--- config.mk ---
export PLATFORM = sky130hd
export DESIGN_NAME = cmd_port_ctrl
export DESIGN_NICKNAME = d
export VERILOG_FILES = /design/src/rtl/cpc_pkg.sv /design/src/rtl/cpc_regs.sv /design/src/rtl/cpc_seq.sv /design/src/rtl/cmd_port_ctrl.sv
export SDC_FILE = /design/constraint.sdc
export NUM_CORES = 1
export LEC_CHECK = 0
export BUFFER_PORTS_ARGS = -buffer_cell sky130_fd_sc_hd__clkbuf_2
export CORE_AREA = 2 2 57 59
export CTS_CLUSTER_DIAMETER = 60
export DETAILED_ROUTE_END_ITERATION = 7
export DIE_AREA = 0 0 59 61
export HOLD_SLACK_MARGIN = 0.03
export MAX_ROUTING_LAYER = met4
export PLACE_DENSITY = 0.84
export SYNTH_ARGS = -nofsm -noshare
export SYNTH_HDL_FRONTEND = slang
export SYNTH_SLANG_ARGS = --single-unit
--- constraint.sdc ---
create_clock -name clk -period 2.5 [get_ports clk]
set_input_delay 0.5 -clock clk [delete_from_list [all_inputs] [get_ports clk]]
set_output_delay 0.5 -clock clk [all_outputs]
set_load 0.03 [all_outputs]
--- src/rtl/cpc_pkg.sv ---
package cpc_pkg;
  localparam int ADDR_W = 2;

  localparam logic [ADDR_W-1:0] OFF_STATUS = 2'd0;
  localparam logic [ADDR_W-1:0] OFF_CMD    = 2'd1;
  localparam logic [ADDR_W-1:0] OFF_TXB    = 2'd2;
  localparam logic [ADDR_W-1:0] OFF_RXB    = 2'd3;

  localparam int ST_BUSY = 0;
  localparam int ST_RDY  = 1;
  localparam int ST_ERR  = 2;

  localparam int CMD_DIR = 0;
  localparam int CMD_GO  = 1;

  typedef enum logic {
    SEQ_IDLE = 1'b0,
    SEQ_XFER = 1'b1
  } seq_state_t;
endpackage

--- src/rtl/cpc_regs.sv ---
module cpc_regs
  import cpc_pkg::*;
#(
  parameter int DATA_W = 8
) (
  input  logic              clk,
  input  logic              rst,
  input  logic              host_we,
  input  logic              host_re,
  input  logic [ADDR_W-1:0] host_addr,
  input  logic [DATA_W-1:0] host_wdata,
  output logic [DATA_W-1:0] host_rdata,
  input  logic              busy,
  input  logic              done,
  input  logic              done_err,
  input  logic              load_rx,
  input  logic [DATA_W-1:0] rx_val,
  output logic              cmd_rdy,
  output logic              cmd_dir,
  output logic [DATA_W-1:0] tx_byte,
  output logic              err_flag
);
  logic [DATA_W-1:0] rx_byte;
  logic [DATA_W-1:0] status_w;
  logic [DATA_W-1:0] cmd_w;
  logic [DATA_W-1:0] rd_mux;
  logic              locked;
  logic              wr_ok;

  assign locked = busy | cmd_rdy;
  assign wr_ok  = host_we & ~locked;

  always_comb begin
    status_w          = '0;
    status_w[ST_BUSY] = busy;
    status_w[ST_RDY]  = cmd_rdy;
    status_w[ST_ERR]  = err_flag;
    cmd_w             = '0;
    cmd_w[CMD_DIR]    = cmd_dir;
    cmd_w[CMD_GO]     = cmd_rdy;
  end

  always_comb begin
    unique case (host_addr)
      OFF_STATUS: rd_mux = status_w;
      OFF_CMD:    rd_mux = cmd_w;
      OFF_TXB:    rd_mux = tx_byte;
      default:    rd_mux = rx_byte;
    endcase
  end

  always_ff @(posedge clk) begin
    if (rst) begin
      host_rdata <= '0;
    end else if (host_re) begin
      host_rdata <= rd_mux;
    end
  end

  always_ff @(posedge clk) begin
    if (rst) begin
      cmd_rdy <= 1'b0;
      cmd_dir <= 1'b0;
    end else if (done) begin
      cmd_rdy <= 1'b0;
    end else if (wr_ok && host_addr == OFF_CMD) begin
      cmd_rdy <= host_wdata[CMD_GO];
      cmd_dir <= host_wdata[CMD_DIR];
    end
  end

  always_ff @(posedge clk) begin
    if (rst) begin
      tx_byte <= '0;
    end else if (wr_ok && host_addr == OFF_TXB) begin
      tx_byte <= host_wdata;
    end
  end

  always_ff @(posedge clk) begin
    if (rst) begin
      rx_byte  <= '0;
      err_flag <= 1'b0;
    end else if (done) begin
      err_flag <= done_err;
      if (load_rx) begin
        rx_byte <= rx_val;
      end
    end
  end
endmodule

--- src/rtl/cpc_seq.sv ---
module cpc_seq
  import cpc_pkg::*;
#(
  parameter int DATA_W = 8
) (
  input  logic              clk,
  input  logic              rst,
  input  logic              cmd_rdy,
  input  logic              cmd_dir,
  input  logic [DATA_W-1:0] tx_byte,
  output logic              busy,
  output logic              done,
  output logic              done_err,
  output logic              load_rx,
  output logic [DATA_W-1:0] rx_val,
  output logic              dev_req_valid,
  output logic              dev_req_write,
  output logic [DATA_W-1:0] dev_req_data,
  input  logic              dev_req_ready,
  input  logic [DATA_W-1:0] dev_rsp_data,
  input  logic              dev_rsp_err
);
  seq_state_t state_q;
  logic       start;

  assign start    = (state_q == SEQ_IDLE) && cmd_rdy;
  assign done     = (state_q == SEQ_XFER) && dev_req_valid && dev_req_ready;
  assign done_err = dev_rsp_err;
  assign load_rx  = ~dev_req_write & ~dev_rsp_err;
  assign rx_val   = dev_rsp_data;
  assign busy     = (state_q == SEQ_XFER);

  always_ff @(posedge clk) begin
    if (rst) begin
      state_q <= SEQ_IDLE;
    end else if (start) begin
      state_q <= SEQ_XFER;
    end else if (done) begin
      state_q <= SEQ_IDLE;
    end
  end

  always_ff @(posedge clk) begin
    if (rst) begin
      dev_req_valid <= 1'b0;
      dev_req_write <= 1'b0;
      dev_req_data  <= '0;
    end else if (start) begin
      dev_req_valid <= 1'b1;
      dev_req_write <= cmd_dir;
      dev_req_data  <= tx_byte;
    end else if (done) begin
      dev_req_valid <= 1'b0;
    end
  end
endmodule

--- src/rtl/cmd_port_ctrl.sv ---
module cmd_port_ctrl
  import cpc_pkg::*;
#(
  parameter int DATA_W = 8
) (
  input  logic              clk,
  input  logic              rst,
  input  logic              host_we,
  input  logic              host_re,
  input  logic [ADDR_W-1:0] host_addr,
  input  logic [DATA_W-1:0] host_wdata,
  output logic [DATA_W-1:0] host_rdata,
  output logic              dev_req_valid,
  output logic              dev_req_write,
  output logic [DATA_W-1:0] dev_req_data,
  input  logic              dev_req_ready,
  input  logic [DATA_W-1:0] dev_rsp_data,
  input  logic              dev_rsp_err
);
  logic              busy_w;
  logic              done_w;
  logic              done_err_w;
  logic              load_rx_w;
  logic [DATA_W-1:0] rx_val_w;
  logic              cmd_rdy_w;
  logic              cmd_dir_w;
  logic [DATA_W-1:0] tx_byte_w;
  logic              err_w;

  cpc_regs #(.DATA_W(DATA_W)) u_regs (
    .clk        (clk),
    .rst        (rst),
    .host_we    (host_we),
    .host_re    (host_re),
    .host_addr  (host_addr),
    .host_wdata (host_wdata),
    .host_rdata (host_rdata),
    .busy       (busy_w),
    .done       (done_w),
    .done_err   (done_err_w),
    .load_rx    (load_rx_w),
    .rx_val     (rx_val_w),
    .cmd_rdy    (cmd_rdy_w),
    .cmd_dir    (cmd_dir_w),
    .tx_byte    (tx_byte_w),
    .err_flag   (err_w)
  );

  cpc_seq #(.DATA_W(DATA_W)) u_seq (
    .clk           (clk),
    .rst           (rst),
    .cmd_rdy       (cmd_rdy_w),
    .cmd_dir       (cmd_dir_w),
    .tx_byte       (tx_byte_w),
    .busy          (busy_w),
    .done          (done_w),
    .done_err      (done_err_w),
    .load_rx       (load_rx_w),
    .rx_val        (rx_val_w),
    .dev_req_valid (dev_req_valid),
    .dev_req_write (dev_req_write),
    .dev_req_data  (dev_req_data),
    .dev_req_ready (dev_req_ready),
    .dev_rsp_data  (dev_rsp_data),
    .dev_rsp_err   (dev_rsp_err)
  );
endmodule

==> impl_metrics.yaml, run 1 <==
global_routing:
  grt_pass1_vias: 1163
  grt_overflow: 0
  grt_pass1_wl_um: 4860
  grt_max_degree: 45
  grtUsageTotal: 0.192
  antenna_found_initial: 0
placed_design:
  place_inst: 225
  dp_slack_ns: 0.926
  io_buffers: 41
  hpwl_um: 2160
  place_area_sq_um: 1720
  gp_congestion: 0.778
floorplan:
  fp-row-count: 20
  initial_core_util: 0.524
  fp.dieW_um: 59
  die_area_sq_um: 3600
  die_h_um: 61
  core_sq_um: 2950
  ios: 42
cts:
  cts.sinks: 37
  cts_resized: 0
  cts_tree: "built"
  clock_path_buffers: 2
  cts-root-buf: "clkbuf_4"
  clkLatencyLatePin_ns: 0.35
  cts_hold_buf: 0
  cts-buffers-inserted: 5
  htree_levels: 2
  clkTransAtPathRegs_ns: 0.11
  cts_setup_buffers: 0
timing:
  clock.fmax_mhz: 627
  finalSetupTns_ns: 0
  setup_ws_ns: 0.906
  drv_slew: 0
  maxSlewHeadroom: 0.534
  worst_pin_slew_ns: 0.699
  rsz0062_at_grt: "no"
  clock_skew_ns: 0.00839
  period_share: 0.638
  setup_violations: 0
  hold_violations: 0
  finalCriticalPeriod_ns: 1.59
  timing.hold.ws_ns: 0.382
yosys:
  synthArstFlopShare: 0
  synth-warning-count: 0
  syn_avg_cell_area_sq_um: 9.61
  synth-edff-count: 0
  synthCells: 161
  synth_cell_types: 24
  yosysSeqAreaShare: 0.479
  synth_area_sq_um: 1550
  synth_nets: 185
  ys_ff_latch: 37
  ys.flop_type: "dfxtp_1"
critical_path:
  crit_chain: "clkbuf_2"
  r2r_start: "u_seq.dev_req_valid"
  critPathRequiredTime_ns: 2.00
  crit_type: "flop to output pin"
  critPathCaptureType: "output pin"
  cpMaxStageDelayCell: "dfxtp_1"
  r2r-end: "u_regs.rx_byte[2]"
  crit_path_end: "dev_req_valid"
  r2r_slack_ns: 1.11
  critPathLaunch: "u_seq.dev_req_valid"
  path_depth: 1
  max_stage_delay_ns: 0.49
  cp_data_arrival_time_ns: 1.09
  worst-r2r-cell-count: 3
  path_max_fanout: 9
  start_kind: "flop"
  crit_buf_inv: 1
  cp_top_family: "flip-flops"
run:
  maxCapViolCount: 0
power:
  p_leak_nw: 0.742
  swShare: 0.224
  power_switching_mw: 0.253
  combPwrFrac: 0.078
  seqPwrFrac: 0.538
  p_clk_frac: 0.384
  power.density_nw_per_um2: 626
  peakVddDrop_uv: 382
  p_int_mw: 0.878
routing:
  totalWireLength_um: 2940
  routedWlPerCell_um: 12.6
  vias_per_cell: 5.22
  drt-initial-drc-count: 34
  drtPass1Iterations: 4
  num_vias: 1217
  route.detailed.drc: 0
  ant_nets: 0
worst_hold_path:
  hp-class: "input port to flop"
final_layout:
  instances_no_fill: 233
  drive_above_1_share: 0.290
  n_antenna_cell: 0
  fin_area_sq_um: 1810
  nNetsFinal: 223
  syn_to_final_growth_pct: 16.9
status:
  status: "finished, final reports clean"
[through the flow]
step	utilization	power, mW
2_1_floorplan	-	0.682
6_report	0.612	1.13
4_1_cts	0.612	1.14
5_1_grt	0.612	1.18
3_3_place_gp	0.583	0.709
3_5_place_dp	0.583	0.711
[area by class of cell]
type	count	area (sq um)
Tap cell	33	41.3
Clock inverter	1	30.0
Inverter	1	3.75
Sequential cell	37	741
Multi-Input combinational cell	113	732
Clock buffer	7	55.1
Timing Repair Buffer	41	205
Fill cell	276	1140
[cells in the final DEF, fill, tap and decap left out, types with 2 or more instances in the layout]
cell type / n
a22oi_1: 5
nand2b_1: 18
nand2_1: 23
dfxtp_1: 37
clkbuf_4: 5
nor2_1: 17
nor2b_1: 2
mux2_2: 5
a21oi_1: 12
clkbuf_2: 41
mux2i_1: 20
nand3_1: 2
[synth_stat cells (2+ instances only)]
master | instances | share of area
nand3_1 | 2 | 0.0065
buf_6 | 4 | 0.029
a21oi_1 | 12 | 0.039
clkbuf_1 | 3 | 0.0073
nor2_1 | 17 | 0.041
buf_2 | 2 | 0.0065
mux2_2 | 5 | 0.036
dfxtp_1 | 37 | 0.48
mux2i_1 | 20 | 0.13
nand2b_1 | 18 | 0.073
a22oi_1 | 5 | 0.024
nor2b_1 | 2 | 0.0081
nand2_1 | 23 | 0.056
[power groups by stage]
stage	clock [mW]	sequential, mW	combinational, mW
2_1_floorplan	0	0.627	0.0557
3_3_place_gp	0	0.622	0.0875
3_5_place_dp	0	0.622	0.0887
4_1_cts	0.446	0.609	0.0891
5_1_grt	0.470	0.610	0.0969
6_report	0.435	0.609	0.0880
[cells by family (layout without fill, tap and decap cells)]
kind of cell	after synthesis	after routing	synth area share
simple gates	67	67	0.214
compound gates	20	20	0.0793
flops	37	37	0.479
mux	26	26	0.180
buf+inv	11	50	0.0477
[routing by layer]
metal | share of wire | global-route usage | wire [um] | vias up
li1 | - | - | - | 614
met1 | 0.43 | 0.208 | 1260 | 562
met2 | 0.50 | 0.322 | 1480 | 33
met3 | 0.049 | 0.0469 | 144 | 8
met4 | 0.020 | 0.107 | 60 | 0
met5 | 0 | - | 0 | -
[state kept, by name (all words and copies together) (netlist names)]
name,flops
u_regs.err_flag,1
u_seq.dev_req_data,8
u_regs.tx_byte,8
u_regs.cmd_rdy,1
u_seq.dev_req_write,1
u_regs.host_rdata,8
u_seq.dev_req_valid,1
u_regs.rx_byte,8
u_regs.cmd_dir,1
[how the worst min path moves through the flow]
stage	to	slack (ns)	depth (start not counted)	start
after global routing	u_regs.tx_byte[3]	0.37	3	host_wdata[3]
after detailed placement	u_seq.dev_req_data[6]	0.45	2	u_seq.dev_req_data[6]
after CTS	u_regs.rx_byte[3]	0.37	3	dev_rsp_data[3]
final	u_regs.rx_byte[4]	0.38	3	dev_rsp_data[4]
after global placement	u_regs.err_flag	0.44	2	u_regs.err_flag
after floorplan	u_regs.err_flag	0.44	2	u_regs.err_flag
Note: power is estimated with default switching activity, not from simulation.
==> run 2: changes to the inputs <==
--- a/config.mk
+++ b/config.mk
@@ -6,13 +6,13 @@
 export NUM_CORES = 1
 export LEC_CHECK = 0
 export BUFFER_PORTS_ARGS = -buffer_cell sky130_fd_sc_hd__clkbuf_2
-export CORE_AREA = 2 2 57 59
+export CORE_AREA = 2 2 59 61
 export CTS_CLUSTER_DIAMETER = 60
 export DETAILED_ROUTE_END_ITERATION = 7
-export DIE_AREA = 0 0 59 61
+export DIE_AREA = 0 0 61 63
 export HOLD_SLACK_MARGIN = 0.03
 export MAX_ROUTING_LAYER = met4
-export PLACE_DENSITY = 0.84
+export PLACE_DENSITY = 0.8
 export SYNTH_ARGS = -nofsm -noshare
 export SYNTH_HDL_FRONTEND = slang
 export SYNTH_SLANG_ARGS = --single-unit
==> constraint.sdc (replaced) <==
create_clock -name clk -period 1.61 [get_ports clk]
set_input_delay 0.322 -clock clk [delete_from_list [all_inputs] [get_ports clk]]
set_output_delay 0.322 -clock clk [all_outputs]
set_load 0.03 [all_outputs]
==> run 2 against run 1 <==
Compared with the run above: first-iteration DRC count is 21% higher; non-clock buffer count increased by 2; critical path depth did not move; sequential power up 55%; critical path type unchanged; highest routed layer unchanged.
==> impl_metrics.yaml, run 2 (synthesis gave the netlist of run 1 again) <==
status:
  status: "finished, final reports clean"
placed_design:
  dp_slack_ns: 0.255
  io_buffers: 41
  gp_congestion: 0.765
  hpwl_um: 2170
  place_inst: 240
  place_area_sq_um: 1750
critical_path:
  crit_type: "flop to output pin"
  path_depth: 1
  critPathLaunch: "u_seq.dev_req_valid"
  critPathCaptureType: "output pin"
  r2r_start: "u_seq.dev_req_valid"
  crit_path_end: "dev_req_valid"
  crit_buf_inv: 1
  r2r-end: "u_regs.rx_byte[0]"
  r2r_slack_ns: 0.26
  start_kind: "flop"
  worst-r2r-cell-count: 3
  cp_top_family: "flip-flops"
  max_stage_delay_ns: 0.47
  path_max_fanout: 9
  cp_data_arrival_time_ns: 1.06
  crit_chain: "clkbuf_2"
  critPathRequiredTime_ns: 1.29
  cpMaxStageDelayCell: "dfxtp_1"
timing:
  finalCriticalPeriod_ns: 1.38
  hold_violations: 0
  finalSetupTns_ns: 0
  setup_violations: 0
  period_share: 0.859
  clock_skew_ns: 0.00897
  maxSlewHeadroom: 0.676
  clock.fmax_mhz: 723
  rsz0062_at_grt: "no"
  timing.hold.ws_ns: 0.214
  setup_ws_ns: 0.227
  worst_pin_slew_ns: 0.486
  drv_slew: 0
routing:
  route.detailed.drc: 0
  ant_nets: 0
  drt-initial-drc-count: 41
  drtPass1Iterations: 7
  totalWireLength_um: 3010
  vias_per_cell: 4.91
  routedWlPerCell_um: 12.1
  num_vias: 1218
final_layout:
  nNetsFinal: 225
  final.fill_count: 308
  drive_above_1_share: 0.302
  n_antenna_cell: 0
  fin_area_sq_um: 1820
  layout_common_cells: "clkbuf_2, dfxtp_1, nand2_1, mux2i_1, nand2b_1"
  instances_no_fill: 248
  syn_to_final_growth_pct: 18.0
  layout_commonest_cell: "clkbuf_2"
cts:
  cts_setup_buffers: 0
  cts-root-buf: "clkbuf_4"
  clkTransAtPathRegs_ns: 0.11
  cts_resized: 0
  htree_levels: 2
  clkLatencyLatePin_ns: 0.33
  clock_path_buffers: 2
  cts_tree: "built"
  cts.sinks: 37
  cts-buffers-inserted: 5
  cts_hold_buf: 0
floorplan:
  fp-row-count: 21
  initial_core_util: 0.479
  die_h_um: 63
  core_sq_um: 3230
  fp.dieW_um: 61
  ios: 42
  die_area_sq_um: 3840
global_routing:
  use_met3: 0.0683
  grt_busiest_layer: "met2"
  grt_overflow: 0
  grtUsageTotal: 0.163
  grt_pass1_wl_um: 4510
  grt_pass1_vias: 1065
  grt_max_degree: 32
  grt_util_met1: 0.191
  grt_util_met2: 0.243
  antenna_found_initial: 0
power:
  p_leak_nw: 0.748
  peakVddDrop_uv: 600
  power.density_nw_per_um2: 897
run:
  maxCapViolCount: 0
worst_hold_path:
  hp-class: "input port to flop"
  hold_depth: 3
-- run 2: changes by cell type in the layout (fill, tap and decap cells not counted) --
cell,delta
clkbuf_8,+1
buf_4,+2
clkinv_2,+1
bufinv_16,-1
clkbuf_1,-1
-- run 2: layout make-up --
| type | instances | area [sq um] | area share |
|---|---|---|---|
| Sequential cell | 37 | 741 | 0.406 |
| Multi-Input combinational cell | 113 | 732 | 0.401 |
| Timing Repair Buffer | 43 | 220 | 0.121 |
| Clock buffer | 7 | 65.1 | 0.0357 |
| Tap cell | 46 | 57.6 | 0.0316 |
| Clock inverter | 1 | 5.00 | 0.00274 |
| Inverter | 1 | 3.75 | 0.00206 |
-- run 2: report_power, final --
part	internal [mW]	total (mW)	switching, mW
clock network	0.253	0.550	0.296
registers	0.932	0.945	0.0138
logic	0.0643	0.141	0.0769
total	1.25	1.64	0.387
-- run 2: metrics by stage --
stage / util / power, mW
2_1_floorplan: - / 1.06
3_3_place_gp: 0.543 / 1.11
3_5_place_dp: 0.543 / 1.11
4_1_cts: 0.564 / 1.65
5_1_grt: 0.564 / 1.70
6_report: 0.564 / 1.64
-- run 2: worst min-delay path by stage --
stage                                       end             startpoint
after CTS                     u_regs.tx_byte[6]          host_wdata[6]
after global routing          u_regs.tx_byte[5]          host_wdata[5]
after global placement    u_seq.dev_req_data[3]  u_seq.dev_req_data[3]
after detailed placement  u_seq.dev_req_data[2]  u_seq.dev_req_data[2]
final                         u_regs.tx_byte[6]          host_wdata[6]
after floorplan                 u_regs.err_flag        u_regs.err_flag
-- run 2: per-layer routing --
metal	vias up	part of all wire	wire, um
li1	624	-	-
met1	549	0.46	1390
met2	43	0.45	1370
met3	2	0.073	221
met4	0	0.0096	29
met5	-	0	0
